--- src/rtl/raster_pkg.sv ---
package raster_pkg;
  typedef enum logic [1:0] {
    SEL_SIZE   = 2'd0,
    SEL_START  = 2'd1,
    SEL_SYNC   = 2'd2,
    SEL_OFFSET = 2'd3
  } cfg_sel_e;
endpackage

--- src/rtl/raster_cfg.sv ---
module raster_cfg #(
  parameter int CW         = 16,
  parameter int OFFW       = 11,
  parameter int HTOT_DEF   = 858,
  parameter int VTOT_DEF   = 525,
  parameter int HSTART_DEF = 131,
  parameter int VSTART_DEF = 40,
  parameter int HSW_DEF    = 64,
  parameter int VSW_DEF    = 3
) (
  input  logic            clk,
  input  logic            rst_n,
  input  logic            we,
  input  logic [1:0]      sel,
  input  logic [2*CW-1:0] wdata,
  input  logic            line_end,
  output logic [CW-1:0]   htot,
  output logic [CW-1:0]   vtot,
  output logic [CW-1:0]   hst,
  output logic [CW-1:0]   vst,
  output logic [CW-1:0]   hsw,
  output logic [CW-1:0]   vsw,
  output logic [OFFW-2:0] shift
);
  import raster_pkg::*;

  logic [CW-1:0]   htot_q, htot_d, vtot_q, vtot_d;
  logic [CW-1:0]   hst_q, hst_d, vst_q, vst_d;
  logic [CW-1:0]   hsw_q, hsw_d, vsw_q, vsw_d;
  logic [OFFW-1:0] off_q, off_d, act_q, act_d;

  always_comb begin
    htot_d = htot_q; vtot_d = vtot_q;
    hst_d  = hst_q;  vst_d  = vst_q;
    hsw_d  = hsw_q;  vsw_d  = vsw_q;
    off_d  = off_q;
    if (we) begin
      unique case (cfg_sel_e'(sel))
        SEL_SIZE:   begin vtot_d = wdata[2*CW-1:CW]; htot_d = wdata[CW-1:0]; end
        SEL_START:  begin vst_d  = wdata[2*CW-1:CW]; hst_d  = wdata[CW-1:0]; end
        SEL_SYNC:   begin vsw_d  = wdata[2*CW-1:CW]; hsw_d  = wdata[CW-1:0]; end
        SEL_OFFSET: off_d = {wdata[OFFW-1:2], 2'b00};
        default: ;
      endcase
    end
    // the applied offset follows the written one only at a line end
    act_d = line_end ? off_q : act_q;
  end

  always_ff @(posedge clk or negedge rst_n) begin
    if (!rst_n) begin
      htot_q <= CW'(HTOT_DEF);
      vtot_q <= CW'(VTOT_DEF);
      hst_q  <= CW'(HSTART_DEF);
      vst_q  <= CW'(VSTART_DEF);
      hsw_q  <= CW'(HSW_DEF);
      vsw_q  <= CW'(VSW_DEF);
      off_q  <= '0;
      act_q  <= '0;
    end else begin
      htot_q <= htot_d; vtot_q <= vtot_d;
      hst_q  <= hst_d;  vst_q  <= vst_d;
      hsw_q  <= hsw_d;  vsw_q  <= vsw_d;
      off_q  <= off_d;
      act_q  <= act_d;
    end
  end

  assign htot  = htot_q;
  assign vtot  = vtot_q;
  assign hst   = hst_q;
  assign vst   = vst_q;
  assign hsw   = hsw_q;
  assign vsw   = vsw_q;
  assign shift = act_q[OFFW-1:1];

  assert_offmask_R8: assert property (@(posedge clk) disable iff (!rst_n)
    off_q[1:0] == 2'b00);
  assert_shift_hold_R9: assert property (@(posedge clk) disable iff (!rst_n)
    !line_end |=> $stable(act_q));
endmodule

--- src/rtl/raster_counter.sv ---
module raster_counter #(
  parameter int CW = 16
) (
  input  logic          clk,
  input  logic          rst_n,
  input  logic          run,
  input  logic [CW-1:0] htot,
  input  logic [CW-1:0] vtot,
  output logic [CW-1:0] hcnt,
  output logic [CW-1:0] vcnt,
  output logic          line_end
);
  logic [CW-1:0] h_q, h_d, v_q, v_d;
  logic          h_wrap, v_wrap;

  assign h_wrap   = (h_q >= htot - CW'(1));
  assign v_wrap   = (v_q >= vtot - CW'(1));
  assign line_end = run && h_wrap;

  always_comb begin
    h_d = h_q;
    v_d = v_q;
    if (run) begin
      h_d = h_wrap ? '0 : h_q + CW'(1);
      if (h_wrap) v_d = v_wrap ? '0 : v_q + CW'(1);
    end
  end

  always_ff @(posedge clk or negedge rst_n) begin
    if (!rst_n) begin
      h_q <= '0;
      v_q <= '0;
    end else begin
      h_q <= h_d;
      v_q <= v_d;
    end
  end

  assign hcnt = h_q;
  assign vcnt = v_q;

  assert_hwrap_R2: assert property (@(posedge clk) disable iff (!rst_n)
    (run && h_q == htot - CW'(1)) |=> h_q == '0);
  assert_hold_R3: assert property (@(posedge clk) disable iff (!rst_n)
    !run |=> ($stable(h_q) && $stable(v_q)));
endmodule

--- src/rtl/raster_window.sv ---
module raster_window #(
  parameter int CW   = 16,
  parameter int SHW  = 10
) (
  input  logic           clk,
  input  logic           rst_n,
  input  logic [CW-1:0]  hcnt,
  input  logic [CW-1:0]  vcnt,
  input  logic [CW-1:0]  htot,
  input  logic [CW-1:0]  hst,
  input  logic [CW-1:0]  vst,
  input  logic [CW-1:0]  hsw,
  input  logic [CW-1:0]  vsw,
  input  logic [SHW-1:0] shift,
  output logic           hsync,
  output logic           vsync,
  output logic           active,
  output logic [CW-1:0]  pix_x,
  output logic [CW-1:0]  pix_y
);
  logic [CW:0]   ws_raw, dx_raw;
  logic [CW-1:0] ws, dx, width;
  logic          in_v, in_h;

  always_comb begin
    ws_raw = {1'b0, hst} - {1'b0, CW'(shift)};
    ws     = ws_raw[CW] ? ws_raw[CW-1:0] + htot : ws_raw[CW-1:0];
    dx_raw = {1'b0, hcnt} - {1'b0, ws};
    dx     = dx_raw[CW] ? dx_raw[CW-1:0] + htot : dx_raw[CW-1:0];
    width  = htot - hst;
    in_v   = (vcnt >= vst);
    in_h   = (dx < width);
    active = in_v && in_h;
    pix_x  = active ? dx : '0;
    pix_y  = active ? vcnt - vst : '0;
    hsync  = (hcnt < hsw);
    vsync  = (vcnt < vsw);
  end

  assert_px_range_R7: assert property (@(posedge clk) disable iff (!rst_n)
    active |-> (pix_x < width));
endmodule

--- src/rtl/raster_phase_timer.sv ---
module raster_phase_timer #(
  parameter int CW         = 16,
  parameter int OFFW       = 11,
  parameter int HTOT_DEF   = 858,
  parameter int VTOT_DEF   = 525,
  parameter int HSTART_DEF = 131,
  parameter int VSTART_DEF = 40,
  parameter int HSW_DEF    = 64,
  parameter int VSW_DEF    = 3
) (
  input  logic            clk,
  input  logic            rst_n,
  input  logic            run,
  input  logic            cfg_we,
  input  logic [1:0]      cfg_sel,
  input  logic [2*CW-1:0] cfg_wdata,
  output logic            hsync,
  output logic            vsync,
  output logic            blank,
  output logic            active,
  output logic [CW-1:0]   pix_x,
  output logic [CW-1:0]   pix_y
);
  localparam int SHW = OFFW - 1;

  logic [CW-1:0]  htot, vtot, hst, vst, hsw, vsw, hcnt, vcnt;
  logic [SHW-1:0] shift;
  logic           line_end, act_w;

  raster_cfg #(
    .CW(CW), .OFFW(OFFW), .HTOT_DEF(HTOT_DEF), .VTOT_DEF(VTOT_DEF),
    .HSTART_DEF(HSTART_DEF), .VSTART_DEF(VSTART_DEF),
    .HSW_DEF(HSW_DEF), .VSW_DEF(VSW_DEF)
  ) u_cfg (
    .clk(clk), .rst_n(rst_n), .we(cfg_we), .sel(cfg_sel), .wdata(cfg_wdata),
    .line_end(line_end), .htot(htot), .vtot(vtot), .hst(hst), .vst(vst),
    .hsw(hsw), .vsw(vsw), .shift(shift)
  );

  raster_counter #(.CW(CW)) u_cnt (
    .clk(clk), .rst_n(rst_n), .run(run), .htot(htot), .vtot(vtot),
    .hcnt(hcnt), .vcnt(vcnt), .line_end(line_end)
  );

  raster_window #(.CW(CW), .SHW(SHW)) u_win (
    .clk(clk), .rst_n(rst_n), .hcnt(hcnt), .vcnt(vcnt), .htot(htot),
    .hst(hst), .vst(vst), .hsw(hsw), .vsw(vsw), .shift(shift),
    .hsync(hsync), .vsync(vsync), .active(act_w), .pix_x(pix_x), .pix_y(pix_y)
  );

  assign active = act_w;
  assign blank  = ~act_w;
endmodule

--- config.mk ---
export PLATFORM = sky130hd
export DESIGN_NAME = raster_phase_timer
export DESIGN_NICKNAME = d
export VERILOG_FILES = /design/src/rtl/raster_pkg.sv /design/src/rtl/raster_cfg.sv /design/src/rtl/raster_counter.sv /design/src/rtl/raster_window.sv /design/src/rtl/raster_phase_timer.sv
export SDC_FILE = /design/constraint.sdc
export NUM_CORES = 1
export LEC_CHECK = 0
export ABC_AREA = 1
export BUFFER_PORTS_ARGS = -buffer_cell sky130_fd_sc_hd__buf_2
export CELL_PAD_IN_SITES_DETAIL_PLACEMENT = 1
export CELL_PAD_IN_SITES_GLOBAL_PLACEMENT = 2
export CORE_ASPECT_RATIO = 2
export CORE_MARGIN = 8
export CORE_UTILIZATION = 33
export CTS_CLUSTER_SIZE = 16
export DETAILED_ROUTE_END_ITERATION = 6
export PLACE_DENSITY_LB_ADDON = 0.12
export SETUP_SLACK_MARGIN = 0.05
export SLEW_MARGIN = 30
export SYNTH_ARGS = -nofsm -noshare
export SYNTH_HDL_FRONTEND = slang
export SYNTH_SLANG_ARGS = --single-unit
--- constraint.sdc ---
create_clock -name clk -period 10.8 [get_ports clk]
set_clock_uncertainty 0.15 [all_clocks]
set_input_delay 1.08 -clock clk [delete_from_list [all_inputs] [get_ports clk]]
set_output_delay 1.08 -clock clk [all_outputs]
set_load 0.01 [all_outputs]
==> impl_metrics.json, run 1 <==
{
  "clkSinkCount": 146,
  "layout.nets": 1974,
  "drt_wl_total_mm": 39.3,
  "hp-class": "reg2reg",
  "antenna_cells": 0,
  "clk_pin_slew_ns": 0.07,
  "synth-adder-area-share_pct": 18.0,
  "status": "finished, final reports clean",
  "critPathLaunchType": "register",
  "start_util_pct": 33.3,
  "min_from": "u_cfg.off_q[8]",
  "globalRouteTotalUtil_pct": 18.1,
  "fin_crit_sh_pct": 88.3,
  "ir_drop_v": 0.000175,
  "cp_slowest_cell": "dfstp_2",
  "post-cts-setup-buffer-count": 0,
  "whs_path_depth": 2,
  "layout-drive-gt1-share_pct": 9.09,
  "grt_overflow_total": 0,
  "syn_inst": 1692,
  "hold_buffers": 0,
  "antenna_found_initial": 0,
  "root_buffer": "clkbuf_16",
  "synth_area_sq_um": 12500,
  "drtPass1Iterations": 5,
  "p_per_area_nw_per_um2": 360,
  "cap_violations": 0,
  "setup_viol": 0,
  "regArea_sq_um": 3680,
  "place_ws_ns": 1.65,
  "r2r_cells": 21,
  "min_period_ns": 9.54,
  "synth_top_family_by_area": "simple AND/OR/NAND/NOR gates",
  "syn_area_per_cell_sq_um": 7.40,
  "synth_xor_area_share_pct": 7.55,
  "vias": 11300,
  "worst-setup-path-type": "reg2out",
  "tns_ns": 0,
  "critical_path_required_ns": 9.57,
  "crit_family": "simple AND/OR/NAND/NOR gates",
  "slew_violations": 0,
  "cp_num_buf_inv": 8,
  "grt_pass1_wl_mm": 64.2,
  "numCtsBuffers": 17,
  "areaGrowthSynthToFinish_pct": 11.7,
  "clk_latency_ns": 0.45,
  "synth_nets": 1907,
  "max_freq_ghz": 0.105,
  "core_area_sq_um": 37700,
  "whs_endpoint": "u_cfg.off_q[8]",
  "end_kind": "output pin",
  "dieArea_sq_um": 44800,
  "cts-resized-gates": 0,
  "cp_max_fo": 34,
  "grt_max_degree": 81,
  "cpPeakStageDelay_ns": 0.53,
  "synthArstFlopShare_pct": 100,
  "synth_cell_type_count": 48,
  "r2r_end": "u_cfg.act_q[2]",
  "rsz0062_at_grt": "no",
  "gp_congestion": 0.868,
  "vias_per_cell": 5.06,
  "p_leak_nw": 7.21,
  "grt_pass1_vias": 12100,
  "synth_seq_cells": 146,
  "synthSimpleGateAreaFrac_pct": 20.6,
  "synth_compound_area_share_pct": 16.0,
  "antenna_left": 0,
  "slew_headroom_pct": 47.2,
  "hold_violations": 0,
  "hold_ws_ns": 0.334,
  "r2r-start": "u_cfg.htot[1]",
  "row_count": 101,
  "muxShareOfSynthArea_pct": 0,
  "fill_cells": 4663,
  "ys_warn_count": 0,
  "tritoncts": "yes",
  "cp.arrival_ns": 8.31,
  "fp.dieW_um": 154,
  "synth_top_flop_cell": "dfrtp_1",
  "synth_edf_count": 0,
  "wl_per_cell_um": 17.6,
  "tightest_slew_ns": 0.793,
  "cts_max_level": 4,
  "drtIter0Drc": 317,
  "route.detailed.drc": 0,
  "io_buffer_count": 73,
  "multi_input_area_sq_um": 7800,
  "synth-seq-area-share_pct": 29.4,
  "path_common_cell": "inv_1",
  "boundaryPins": 74,
  "critical_path.startpoint": "u_cfg.hst[1]",
  "post-route-worst-setup-slack_ns": 1.26,
  "die_y_um": 292,
  "place_hpwl_mm": 32.1,
  "r2r_slack_ns": 5.88,
  "clk_path_buf_depth": 2
}
## kinds of logic (layout without fill, tap and decap cells)
logic type / after synthesis / count (layout)
simple gates: 615 / 615
compound gates: 375 / 375
buf+inv: 271 / 351
fa+ha+maj: 177 / 177
flops: 146 / 146
xor+xnor: 108 / 108
## flip-flops by register name, indices dropped and copies added (netlist names)
name         count
u_cnt.vcnt      16
u_cfg.vst       16
u_cfg.vsw       16
u_cnt.hcnt      16
u_cfg.htot      16
u_cfg.off_q      9
u_cfg.act_q      9
u_cfg.hsw       16
u_cfg.vtot      16
u_cfg.hst       16
## cell usage after synthesis, drive strengths merged, types with 4 or more instances
cell	count	area share (%)
nor3	34	1.4
nor2	127	4.0
a21boi	5	0.30
o31ai	9	0.54
dfrtp	128	26
inv	238	7.1
o21ai	190	7.6
nand2	360	11
dfstp	18	3.8
a31oi	8	0.40
buf	5	0.44
or2	9	0.45
xor2	75	5.2
o211ai	5	0.30
a21o	6	0.36
clkbuf	27	0.82
a21oi	131	5.2
o22ai	4	0.20
xnor2	33	2.3
nand4	13	0.65
ha	171	17
nor4	4	0.20
o21bai	7	0.42
fa	6	0.96
nand3	57	2.3
## cells in the final DEF, fill, tap and decap left out, drive strengths merged, types with 19 or more instances in the layout
| cell type | Yosys | layout |
|---|---|---|
| buf | 5 | 80 |
| xnor2 | 33 | 33 |
| ha | 171 | 171 |
| dfrtp | 128 | 128 |
| nor2 | 127 | 127 |
| a21oi | 131 | 131 |
| clkbuf | 27 | 19 |
| nor3 | 34 | 34 |
| o21ai | 190 | 190 |
| xor2 | 75 | 75 |
| nand2 | 360 | 360 |
| inv | 238 | 244 |
| nand3 | 57 | 57 |
## worst max path at each step
stage                     slack, ns  cells past startpoint  endpoint
after global placement         1.79                     41     blank
after floorplan                3.49                     42  pix_x[0]
after detailed placement       1.65                     42  pix_y[5]
after CTS                      1.11                     42  pix_y[5]
after global routing           0.37                     42  pix_y[5]
final                          1.26                     42  pix_y[5]
## layout make-up
class,count,area share [%]
clock buffer,19,3.09
inverter,239,6.41
timing repair buffer,80,3.06
multi-input combinational,1275,55.8
tap,463,4.14
clock inverter,13,1.23
sequential,146,26.3
## metrics by stage
step,cell area (sq um),instances,total power [mW],utilization (%)
2_1_floorplan,12500,1692,3.42,-
3_3_place_gp,13400,2203,4.35,35.5
3_5_place_dp,13400,2203,4.50,35.5
4_1_cts,14000,2235,5.16,37.1
5_1_grt,14000,2235,5.67,37.1
6_report,14000,2235,5.04,37.1
## routing by layer
metal,track usage (%),part of all wire (%)
met4,6.46,2.6
met5,0,0
met2,31.5,49
met3,2.47,2.4
met1,22.3,46
## report_power, final
group / leakage, nW / total [mW] / switching (mW) / internal (mW)
Combinational: 5.11 / 3.62 / 2.30 / 1.32
Sequential: 1.82 / 0.789 / 0.132 / 0.657
Clock: 0.282 / 0.627 / 0.259 / 0.367
Total: 7.21 / 5.04 / 2.69 / 2.34
## tightest hold or removal path, delay by kind of cell (launching register included)
kind               cells  cell delay (ns)
and+or+nand+nor        1             0.05
AOI/OAI and AO/OA      1             0.06
DFF                    1             0.34
Power figures use the tool's default switching activity.
==> inputs of run 2 (changes only) <==
ABC_AREA = unset   (was 1)
==> impl_metrics.json, run 2 <==
{
  "grt_pass1_vias": 11700,
  "power_frac_seq_pct": 21.2,
  "syn_area_per_cell_sq_um": 9.25,
  "tns_ns": 0,
  "critical_path.startpoint": "u_cfg.hst[1]",
  "start_util_pct": 33.3,
  "clk_latency_ns": 0.44,
  "hp-class": "reg2reg",
  "tritoncts": "yes",
  "internal_power_mw": 1.91,
  "swShare_pct": 45.8,
  "grt_max_degree": 92,
  "synth_cell_type_count": 71,
  "ys_warn_count": 0,
  "ir_drop_v": 0.000108,
  "areaGrowthSynthToFinish_pct": 13.0,
  "syn_inst": 1367,
  "fin_area_sq_um": 14300,
  "fin_crit_sh_pct": 94.1,
  "core_area_sq_um": 37900,
  "route.detailed.drc": 0,
  "whs_path_depth": 2,
  "cp_max_fo": 17,
  "final_core_utilization_pct": 37.7,
  "gp_congestion": 0.838,
  "cts_max_level": 4,
  "synth_edf_count": 0,
  "synth_top_flop_cell": "dfrtp_1",
  "drt_wl_total_mm": 43.5,
  "p_leak_nw": 6.72,
  "regArea_sq_um": 3680,
  "p_per_area_nw_per_um2": 247,
  "drtIter0Drc": 242,
  "r2r_slack_ns": 5.72,
  "slew_headroom_pct": 43.0,
  "hold_buffers": 0,
  "dieArea_sq_um": 45200,
  "synth_top_area_share_pct": 25.3,
  "setup_viol": 0,
  "vias": 10500,
  "die_y_um": 293,
  "path_common_cell": "ha_1",
  "wl_per_cell_um": 22.6,
  "antenna_left": 0,
  "synth_area_sq_um": 12600,
  "critPathLaunchType": "register",
  "synth_seq_cells": 146,
  "r2r_end": "u_cnt.vcnt[3]",
  "synth_area_leaders": "dfrtp_1 25%, ha_1 17%, mux2_2 9.7%, xnor2_1 4.2%, dfstp_2 3.7%",
  "boundaryPins": 74,
  "place_hpwl_mm": 35.5,
  "layout_commonest_cell": "ha_1",
  "row_count": 101,
  "min_period_ns": 10.17,
  "numCtsBuffers": 17,
  "total_power_mw": 3.53,
  "cpPeakStageDelay_ns": 0.46,
  "synth_nets": 1582,
  "grt_overflow_total": 0,
  "critical_path_required_ns": 9.57,
  "r2r_cells": 18,
  "end_kind": "output pin",
  "root_buffer": "clkbuf_16",
  "globalRouteTotalUtil_pct": 19.6,
  "grt_pass1_wl_mm": 67.2,
  "status": "finished, final reports clean",
  "worst-setup-path-type": "reg2out",
  "endpoint": "pix_x[13]",
  "synth-seq-area-share_pct": 29.1,
  "layout.nets": 1660,
  "fill_cells": 4397,
  "multi_input_area_sq_um": 8540,
  "switchingPower_mw": 1.62,
  "synthArstFlopShare_pct": 100,
  "io_buffer_count": 73,
  "rsz0062_at_grt": "no",
  "drtPass1Iterations": 4,
  "mostFrequentLayoutCells": "170 x ha_1, 128 x dfrtp_1, 109 x mux2_2, 106 x inv_1, 101 x nor2_1",
  "yosysTopAreaCell": "dfrtp_1",
  "placed_area_sq_um": 13600,
  "cp.arrival_ns": 8.94,
  "synth_common_cells": "171 x ha_1, 128 x dfrtp_1, 109 x mux2_2, 106 x inv_1, 101 x nor2_1",
  "pwr-share-comb_pct": 61.4,
  "tightest_slew_ns": 0.854,
  "synth.most_common_cell": "ha_1",
  "cp_slowest_cell": "or3b_2",
  "max_freq_ghz": 0.0984,
  "clk_pin_slew_ns": 0.07,
  "clkSinkCount": 146,
  "antenna_found_initial": 2,
  "layout-drive-gt1-share_pct": 19.3,
  "vias_per_cell": 5.47,
  "hold_violations": 0,
  "cap_violations": 0,
  "r2r-start": "u_cfg.htot[0]",
  "clk_path_buf_depth": 2,
  "slew_violations": 0,
  "clkPwrFrac_pct": 17.4,
  "fp.dieW_um": 154
}
==> run 2: cell count changes in the layout (fill, tap and decap cells not counted), sizes merged, moves of 32 or more <==
cell   before  now
a21oi     131   75
nand2     360   70
o21ai     190   96
mux2        0  109
inv       244  114
xor2       75   43
==> run 2: critical path: cells and delay by family, from the launching register on <==
kind | cells | cell delay [ns]
simple gates | 9 | 1.92
fa+ha+maj | 6 | 1.89
flops | 1 | 0.37
buf+inv | 6 | 0.71
xor+xnor | 2 | 0.26
compound gates | 14 | 2.75
mux | 2 | 0.58
==> run 2: logic make-up (layout without fill, tap and decap cells) <==
family | Yosys count | in the layout | share of synthesized area, %
buffers and inverters | 134 | 225 | 4.18
XOR/XNOR | 105 | 105 | 7.34
adder cells (fa/ha/maj) | 177 | 177 | 17.9
other | 0 | 1 | 0
flip-flops | 146 | 146 | 29.1
multiplexers | 120 | 120 | 10.6
AO/OA/AOI/OAI | 322 | 322 | 16.6
AND/OR/NAND/NOR | 363 | 363 | 14.3
==> run 2: metrics by stage <==
stage / hold slack, ns / setup slack (ns) / cells
floorplan: 0.283 / 2.18 / 1367
global placement: 0.307 / 0.296 / 1888
detailed placement: 0.317 / 0.206 / 1888
CTS: 0.332 / 0.0506 / 1920
global route: 0.361 / 0.0330 / 1921
finish: 0.333 / 0.632 / 1922
==> run 2: power groups by stage <==
stage               logic (mW)  registers (mW)  clock network (mW)
floorplan                 1.53           0.716                   0
global placement          2.13           0.758                   0
detailed placement        2.16           0.761                   0
CTS                       2.19           0.751               0.635
global route              2.42           0.767               0.653
finish                    2.17           0.749               0.613
==> run 2: worst min path at each step <==
stage                         start              end  slack, ns
floorplan            u_cfg.off_q[2]   u_cfg.act_q[2]       0.28
global placement     u_cfg.off_q[5]   u_cfg.act_q[5]       0.31
detailed placement  u_cfg.off_q[10]  u_cfg.act_q[10]       0.32
CTS                 u_cfg.off_q[10]  u_cfg.act_q[10]       0.33
global route           u_cfg.vst[7]     u_cfg.vst[7]       0.36
finish              u_cfg.off_q[10]  u_cfg.act_q[10]       0.33
==> run 2: layer usage <==
metal | wire, um | up-vias | track usage [%]
met1 | 14500 | 5271 | 17.3
met3 | 707 | 55 | 2.23
met5 | 13 | - | 0
li1 | - | 5071 | -
met4 | 1610 | 2 | 8.05
met2 | 26600 | 119 | 42.4
==> run 2: final cells by class <==
class / instances / share of cell area (%)
clock inverters: 14 / 1.17
clock buffers: 18 / 3.01
diodes: 1 / 0.0175
inverters: 107 / 2.83
repair buffers: 86 / 3.39
well taps: 463 / 4.06
flip-flops and latches: 146 / 25.7
multi-input cells: 1087 / 59.8
==> run 2: repair_timing <==
action,in CTS,in global routing
gates resized for setup,3,17
setup buffers,0,1
gates cloned,0,0
pin swaps,0,2
endpoints found under the setup margin,22,34
